[config.mk]
export PLATFORM = sky130hd
export DESIGN_NAME = sig_nibble_reg
export DESIGN_NICKNAME = d
export VERILOG_FILES = /design/src/rtl/sig_pkg.sv /design/src/rtl/sig_level_sel.sv /design/src/rtl/sig_stage.sv /design/src/rtl/sig_tx_gate.sv /design/src/rtl/sig_nibble_reg.sv
export SDC_FILE = /design/constraint.sdc
export NUM_CORES = 1
export LEC_CHECK = 0
export BUFFER_PORTS_ARGS = -buffer_cell sky130_fd_sc_hd__buf_2
export CAP_MARGIN = 25
export CORE_UTILIZATION = 59
export CTS_CLUSTER_DIAMETER = 100
export DETAILED_ROUTE_END_ITERATION = 12
export GPL_TIMING_DRIVEN = 0
export HOLD_SLACK_MARGIN = 0.08
export PLACE_DENSITY = 0.87
export SYNTH_ARGS = -nofsm -noshare
export SYNTH_HDL_FRONTEND = slang
export SYNTH_HIERARCHICAL = 1
export SYNTH_SLANG_ARGS = --single-unit
[constraint.sdc]
create_clock -name clk_i -period 3.91 [get_ports clk_i]
set_clock_uncertainty 0.2 [all_clocks]
set_input_delay 0.1955 -clock clk_i [delete_from_list [all_inputs] [get_ports clk_i]]
set_output_delay 0.1955 -clock clk_i [all_outputs]
set_load 0.05 [all_outputs]
[src/rtl/sig_pkg.sv]
package sig_pkg;
  localparam int unsigned NIB_W    = 4;
  localparam int unsigned NUM_STG  = 4;
  localparam int unsigned SIG_W    = NIB_W * NUM_STG;
  localparam int unsigned TAP_MASK = 32'h0000_8940;

  typedef enum logic [1:0] {
    OP_HOLD = 2'd0,
    OP_SER  = 2'd1,
    OP_PAR  = 2'd2
  } stg_op_e;
endpackage

[src/rtl/sig_level_sel.sv]
module sig_level_sel (
  input  logic clk_i,
  input  logic rst_ni,
  input  logic clr_i,
  input  logic take_i,
  input  logic vhi_i,
  input  logic vlo_i,
  output logic bit_o
);
  logic last_q;
  logic lvl_ok;

  assign lvl_ok = vhi_i ^ vlo_i;
  assign bit_o  = lvl_ok ? vhi_i : last_q;

  always_ff @(posedge clk_i or negedge rst_ni) begin
    if (!rst_ni)                 last_q <= 1'b0;
    else if (clr_i)              last_q <= 1'b0;
    else if (take_i && lvl_ok)   last_q <= vhi_i;
  end
endmodule

[src/rtl/sig_stage.sv]
module sig_stage
  import sig_pkg::*;
#(
  parameter int unsigned W = 4
) (
  input  logic         clk_i,
  input  logic         rst_ni,
  input  logic         clr_i,
  input  stg_op_e      op_i,
  input  logic         ser_i,
  input  logic [W-1:0] par_i,
  output logic [W-1:0] q_o
);
  logic [W-1:0] q_q;

  always_ff @(posedge clk_i or negedge rst_ni) begin
    if (!rst_ni) q_q <= '0;
    else if (clr_i) q_q <= '0;
    else begin
      case (op_i)
        OP_SER:  q_q <= {q_q[W-2:0], ser_i};
        OP_PAR:  q_q <= par_i;
        default: q_q <= q_q;
      endcase
    end
  end

  assign q_o = q_q;
endmodule

[src/rtl/sig_tx_gate.sv]
module sig_tx_gate #(
  parameter int unsigned W = 4
) (
  input  logic         en_i,
  input  logic [W-1:0] d_i,
  output logic [W-1:0] q_o
);
  assign q_o = en_i ? d_i : '0;
endmodule

[src/rtl/sig_nibble_reg.sv]
module sig_nibble_reg
  import sig_pkg::*;
#(
  parameter int unsigned NIB_WIDTH  = sig_pkg::NIB_W,
  parameter int unsigned NUM_STAGES = sig_pkg::NUM_STG,
  parameter int unsigned TAPS       = sig_pkg::TAP_MASK
) (
  input  logic                 clk_i,
  input  logic                 rst_ni,
  input  logic                 clr_i,
  input  logic                 gclk_en_i,
  input  logic                 vhi_i,
  input  logic                 vlo_i,
  input  logic                 par_shift_i,
  input  logic [NIB_WIDTH-1:0] evt_i,
  input  logic                 rd_next_i,
  output logic [NIB_WIDTH-1:0] bus_o
);
  localparam int unsigned SW = NIB_WIDTH * NUM_STAGES;
  localparam logic [SW-1:0] TAP_V = SW'(TAPS);

  stg_op_e              op;
  logic                 data_bit;
  logic                 fb;
  logic [SW-1:0]        sig_q;
  logic [NIB_WIDTH-1:0] stg_q   [NUM_STAGES];
  logic [NIB_WIDTH-1:0] stg_par [NUM_STAGES];
  logic                 stg_ser [NUM_STAGES];

  // parallel strobe wins over serial
  always_comb begin
    if (par_shift_i)    op = OP_PAR;
    else if (gclk_en_i) op = OP_SER;
    else                op = OP_HOLD;
  end

  sig_level_sel u_lvl (
    .clk_i  (clk_i),
    .rst_ni (rst_ni),
    .clr_i  (clr_i),
    .take_i (op == OP_SER),
    .vhi_i  (vhi_i),
    .vlo_i  (vlo_i),
    .bit_o  (data_bit)
  );

  assign fb = data_bit ^ (^(sig_q & TAP_V));

  for (genvar k = 0; k < NUM_STAGES; k++) begin : g_stg
    if (k == 0) begin : g_head
      assign stg_ser[k] = fb;
      assign stg_par[k] = evt_i;
    end else begin : g_tail
      assign stg_ser[k] = stg_q[k-1][NIB_WIDTH-1];
      assign stg_par[k] = stg_q[k-1];
    end

    sig_stage #(.W(NIB_WIDTH)) u_stage (
      .clk_i  (clk_i),
      .rst_ni (rst_ni),
      .clr_i  (clr_i),
      .op_i   (op),
      .ser_i  (stg_ser[k]),
      .par_i  (stg_par[k]),
      .q_o    (stg_q[k])
    );

    assign sig_q[k*NIB_WIDTH +: NIB_WIDTH] = stg_q[k];
  end

  sig_tx_gate #(.W(NIB_WIDTH)) u_tx (
    .en_i (rd_next_i),
    .d_i  (stg_q[NUM_STAGES-1]),
    .q_o  (bus_o)
  );
endmodule

Word-level counts from Yosys, hierarchy flattened
Cells that the tools add are included.

Register bits after elaboration: 17. Output and inout port bits: 4. Logic and storage cells: 27.

Eq/ne operators: 2. Multiplexer cells: 14. Bitwise operators: 2. Reduce and logical (&&, ||, !) cells: 4.

Operator list (number): $pmux 4 s2 (4); $mux 4 (5); $reduce_xor 16->1 (1); $mux 1 (4); $reduce_bool 3->1 (1); $eq 2x1->1 const B (1); $eq 2x2->1 const B (1); $mux 2 (1); $reduce_bool 2->1 (1); $xor 1x1->1 (2); $logic_and 1x1->1 (1).

Depth between registers and ports, before layout
Word-level depth: 6. Mapped depth: 6. Depth with buffers taken out: 6.

By module
The synthesis kept the hierarchy.

By module, submodules not included: sig_stage (instances 4, cells an instance 19, area each 229.0 µm², seq. area each 100.1 µm²); sig_level_sel (instances 1, cells an instance 9, area each 75.1 µm², seq. area each 25.0 µm²); sig_nibble_reg (instances 1, cells an instance 4, area each 46.3 µm², seq. area each 0.0 µm²); sig_tx_gate (instances 1, cells an instance 4, area each 25.0 µm², seq. area each 0.0 µm²).

Worst setup path after synthesis
No wires, ideal clock.

Kind: reg2reg. Start point: reg g_stg[2].u_stage.q_q[3]. End point: reg g_stg[0].u_stage.q_q[0]. Arrival time: 1107 ps. Slack: 2475 ps. Cell stages (with the launch flop): 5. Path through: dfrtp_1 -> xnor3_1 -> xnor2_1 -> mux2i_1 -> o22ai_1.

Cells in the longest elaborated chain, start to end: 4.

RTL lines: from (decl) (RTL line sig_stage.sv:14) `logic [W-1:0] q_q;`; from (signal assigned) (RTL line sig_stage.sv:21) `OP_SER: q_q <= {q_q[W-2:0], ser_i};`; from (signal assigned) (RTL line sig_stage.sv:22) `OP_PAR: q_q <= par_i;`; from (signal assigned) (RTL line sig_stage.sv:23) `default: q_q <= q_q;`; $reduce_xor 16->1 (RTL line sig_nibble_reg.sv:47) `assign fb = data_bit ^ (^(sig_q & TAP_V));`; $xor 1x1->1 (RTL line sig_nibble_reg.sv:47); via fb (RTL line sig_nibble_reg.sv:24) `logic fb;`; $pmux 4 s2 (RTL line sig_stage.sv:20) `case (op_i)`; $mux 4 (RTL line sig_stage.sv:18) `else if (clr_i) q_q <= '0;`; to (signal assigned) (RTL line sig_stage.sv:21); to (signal assigned) (RTL line sig_stage.sv:22); to (signal assigned) (RTL line sig_stage.sv:23); to (decl) (RTL line sig_stage.sv:14).

The timed path passes the listed nets, and every way through them passes these cells. A chain may end at the register's enable or synchronous reset.

Worst setup path after layout
Start point: in par_shift_i. End point: reg u_lvl.last_q.

Cells in the longest elaborated chain, start to end: 4.

RTL lines: from (decl) (RTL line sig_nibble_reg.sv:14) `input logic par_shift_i,`; $mux 2 (RTL line sig_nibble_reg.sv:32) `if (par_shift_i) op = OP_PAR;`; via op[0] (RTL line sig_nibble_reg.sv:22) `stg_op_e op;`; $eq 2x1->1 (RTL line sig_nibble_reg.sv:41) `.take_i (op == OP_SER),`; $logic_and 1x1->1 (RTL line sig_level_sel.sv:19) `else if (take_i && lvl_ok) last_q <= vhi_i;`; $reduce_bool 2->1 (no line); to (signal assigned) (RTL line sig_level_sel.sv:19); to (decl) (RTL line sig_level_sel.sv:10) `logic last_q;`.

The timed path passes the listed nets, and every way through them passes these cells.

==> flow_summary.ini <==
[status]
outcome = finished clean

[synth]
synth_seq_cells = 17
synth_warnings = 6
synth_area_per_cell_um2 = 11.4
syn_nets = 105
ys_types = 17
seq_area_frac_synth_pct = 40.0
syn_area_um2 = 1060
synthCells = 93

[power]
power.share.sequential_pct = 54.0
internal_power_mw = 0.252
comb_power_share_pct = 18.6
power_switching_share_pct = 27.5
power.leakage_nw = 0.546
p_clk_share_pct = 27.5
vdd_drop_max_mv = 0.202
power_switching_mw = 0.0956
p_per_area_nw_per_um2 = 275

[cts]
cts_resized = 0
cts_tree = done
clock_latency_ns = 0.29
clockBufferDepth = 2
post_cts_buffers = 0
cts.sink_count = 17
clkTransAtPathRegs_ns = 0.10
cts_buffers = 3
root_buffer = clkbuf_4
htree_levels = 1
holdBufCountCts = 7

[setup_path]
cp.arrival_ns = 1.81
cp-start-kind = input pin
max_stage_delay_ns = 0.56
crit_path_cell_trace = buf_2 > nor2b_1 > nor2b_1 > o32ai_2 > dlygate4sd3_1
r2r-start = g_stg[2].u_stage/q_o[3]$_DFFE_PN0P_
cp_slowest_cell = dlygate4sd3_1
crit_family = simple AND/OR/NAND/NOR gates
cp.required_ns = 3.89
reg2reg_to = g_stg[0].u_stage/q_o[0]$_DFFE_PN0P_
cpMostUsedCell = nor2b_1
worst-path-max-fanout = 9
critPathCaptureType = register
reg2reg_slack_ns = 2.34
crit_buf_inv = 2
worst-setup-path-type = input pin to register
r2r_cells = 4

[timing]
fin_crit_ns = 1.83
fin_setup_tns_ns = 0
rsz0062_at_grt = no
finalSetupViolCount = 0
report.final.slew_viol_count = 0
worstMarginPinSlew_ns = 0.606
timing.slew.headroom_pct = 59.5
fin_crit_sh_pct = 46.8
finalHoldViolCount = 0
hold_ws_ns = 0.135
fmax_mhz = 547

[layout]
stdcell_count = 143
diodes = 0
fillers = 101
areaGrowthSynthToFinish_pct = 19.1
fin_nets = 132
multiInputGateArea_um2 = 588
stdcell_area_um2 = 1260
drive_gt1_share_pct = 21.0
regArea_um2 = 425

[routing]
wl_um = 2140
wire_per_inst_um = 15.0
drtIter0Drc = 10
num_vias = 806
viasPerCell = 5.64
firstDrtPassIters = 4
drc = 0
ant_nets = 0

[place]
placedCellCount = 132
routabilityCongestion = 0.798
dpl_cell_area_um2 = 1170
portBuffers = 15
dp_hpwl_um = 1430

[global_routing]
track_usage_pct = 25.1
antenna_found_initial = 0
grt_pass1_vias = 843
grt_max_degree = 18
grt_pass1_wl_um = 3500
overflow = 0

[die]
die_area_um2 = 1970
die_w_um = 44.4
num_rows = 14
ios = 16
die-height_um = 44.4
coreArea_um2 = 1590
start_util_pct = 66.6

[hold_path]
worstHoldPathCells = 3
hold_path.class = input pin to register
worstHoldStart = par_shift_i
worstHoldEndpoint = g_stg[0].u_stage/q_o[3]$_DFFE_PN0P_

[flow_run]
drv_cap = 0
==> state kept, by name (all words and copies together), names as in the netlist <==
| signal | cells |
|---|---|
| g_stg.u_stage/q_o | 16 |
| u_lvl/last_q | 1 |
==> synthesized netlist by cell type <==
library cell	count	area share, %
or2_1	5	2.9
nand2b_1	4	2.4
o32ai_2	1	1.5
xor2_1	1	0.82
nand2_1	1	0.35
buf_6	4	4.2
dfrtp_1	17	40
nor2b_1	2	1.2
inv_2	1	0.35
xnor2_1	1	0.82
mux2i_1	32	30
and2_1	4	2.4
xnor3_1	1	2.1
nor2_1	1	0.35
o21ai_1	1	0.47
o22ai_1	16	9.4
a21oi_1	1	0.47
==> placed cells by master, fill, tap and decap left out <==
cell type      count
a21oi_1            1
and2_1             4
buf_2             15
buf_6              4
clkbuf_4           3
clkinv_2           1
dfrtp_1           17
dlygate4sd3_1      7
inv_2              1
mux2i_1           32
nand2_1            1
nand2b_1           4
nor2_1             1
nor2b_1            2
o21ai_1            1
o22ai_1           16
o32ai_2            1
or2_1              5
xnor2_1            1
xnor3_1            1
xor2_1             1
==> metrics by stage <==
stage	total power, mW	setup slack, ns	utilization, %
2_1_floorplan	0.231	2.47	-
3_3_place_gp	0.247	2.25	73.2
3_5_place_dp	0.249	2.20	73.2
4_1_cts	0.353	2.19	79.4
5_1_grt	0.364	2.04	79.4
6_report	0.348	2.08	79.4
==> worst max path at each step <==
stage,start,endpoint,slack [ns],cells after the start
final,par_shift_i,u_lvl/last_q$_DFFE_PN0P_,2.08,5
after global routing,par_shift_i,u_lvl/last_q$_DFFE_PN0P_,2.04,5
after CTS,par_shift_i,u_lvl/last_q$_DFFE_PN0P_,2.19,5
after detailed placement,par_shift_i,g_stg[3].u_stage/q_o[2]$_DFFE_PN0P_,2.20,5
after global placement,par_shift_i,g_stg[0].u_stage/q_o[0]$_DFFE_PN0P_,2.25,5
after floorplan,g_stg[2].u_stage/q_o[3]$_DFFE_PN0P_,g_stg[0].u_stage/q_o[0]$_DFFE_PN0P_,2.47,4
==> layer usage <==
layer | GRT usage [%] | vias to the layer above | part of all wire [%]
met1 | 28.2 | 380 | 44
met4 | 14.5 | 0 | 2.1
met3 | 3.27 | 6 | 2.7
li1 | - | 402 | -
met2 | 45.0 | 18 | 51
met5 | 0 | - | 0
==> worst register-to-register path: stages (launching register included) <==
cell	delay [ns]
dfrtp_1	0.44
xnor3_1	0.44
xnor2_1	0.14
mux2i_1	0.14
o22ai_1	0.10
==> power by group through the flow <==
| stage | sequential, mW | clock [mW] | combinational (mW) |
|---|---|---|---|
| after floorplan | 0.189 | 0 | 0.0416 |
| after global placement | 0.191 | 0 | 0.0562 |
| after detailed placement | 0.191 | 0 | 0.0582 |
| after CTS | 0.188 | 0.102 | 0.0639 |
| after global routing | 0.188 | 0.106 | 0.0699 |
| final | 0.188 | 0.0956 | 0.0646 |
==> layout make-up <==
cell class	instances	share of cell area (%)
multi-input combinational	71	46.5
timing repair buffer	22	11.5
inverter	1	0.297
clock inverter	1	0.396
tap	24	2.37
clock buffer	3	1.78
sequential	17	33.6
buffer	4	3.56
==> cells by family (layout without fill, tap and decap cells) <==
logic type      after synthesis  count (layout)  synth area share [%]
flops                        17              17                  40.0
compound gates               19              19                  11.9
mux                          32              32                  30.2
xor+xnor                      3               3                  3.77
buf+inv                       5              31                  4.59
simple gates                 17              17                  9.54
(Power assumes the default switching activity.)
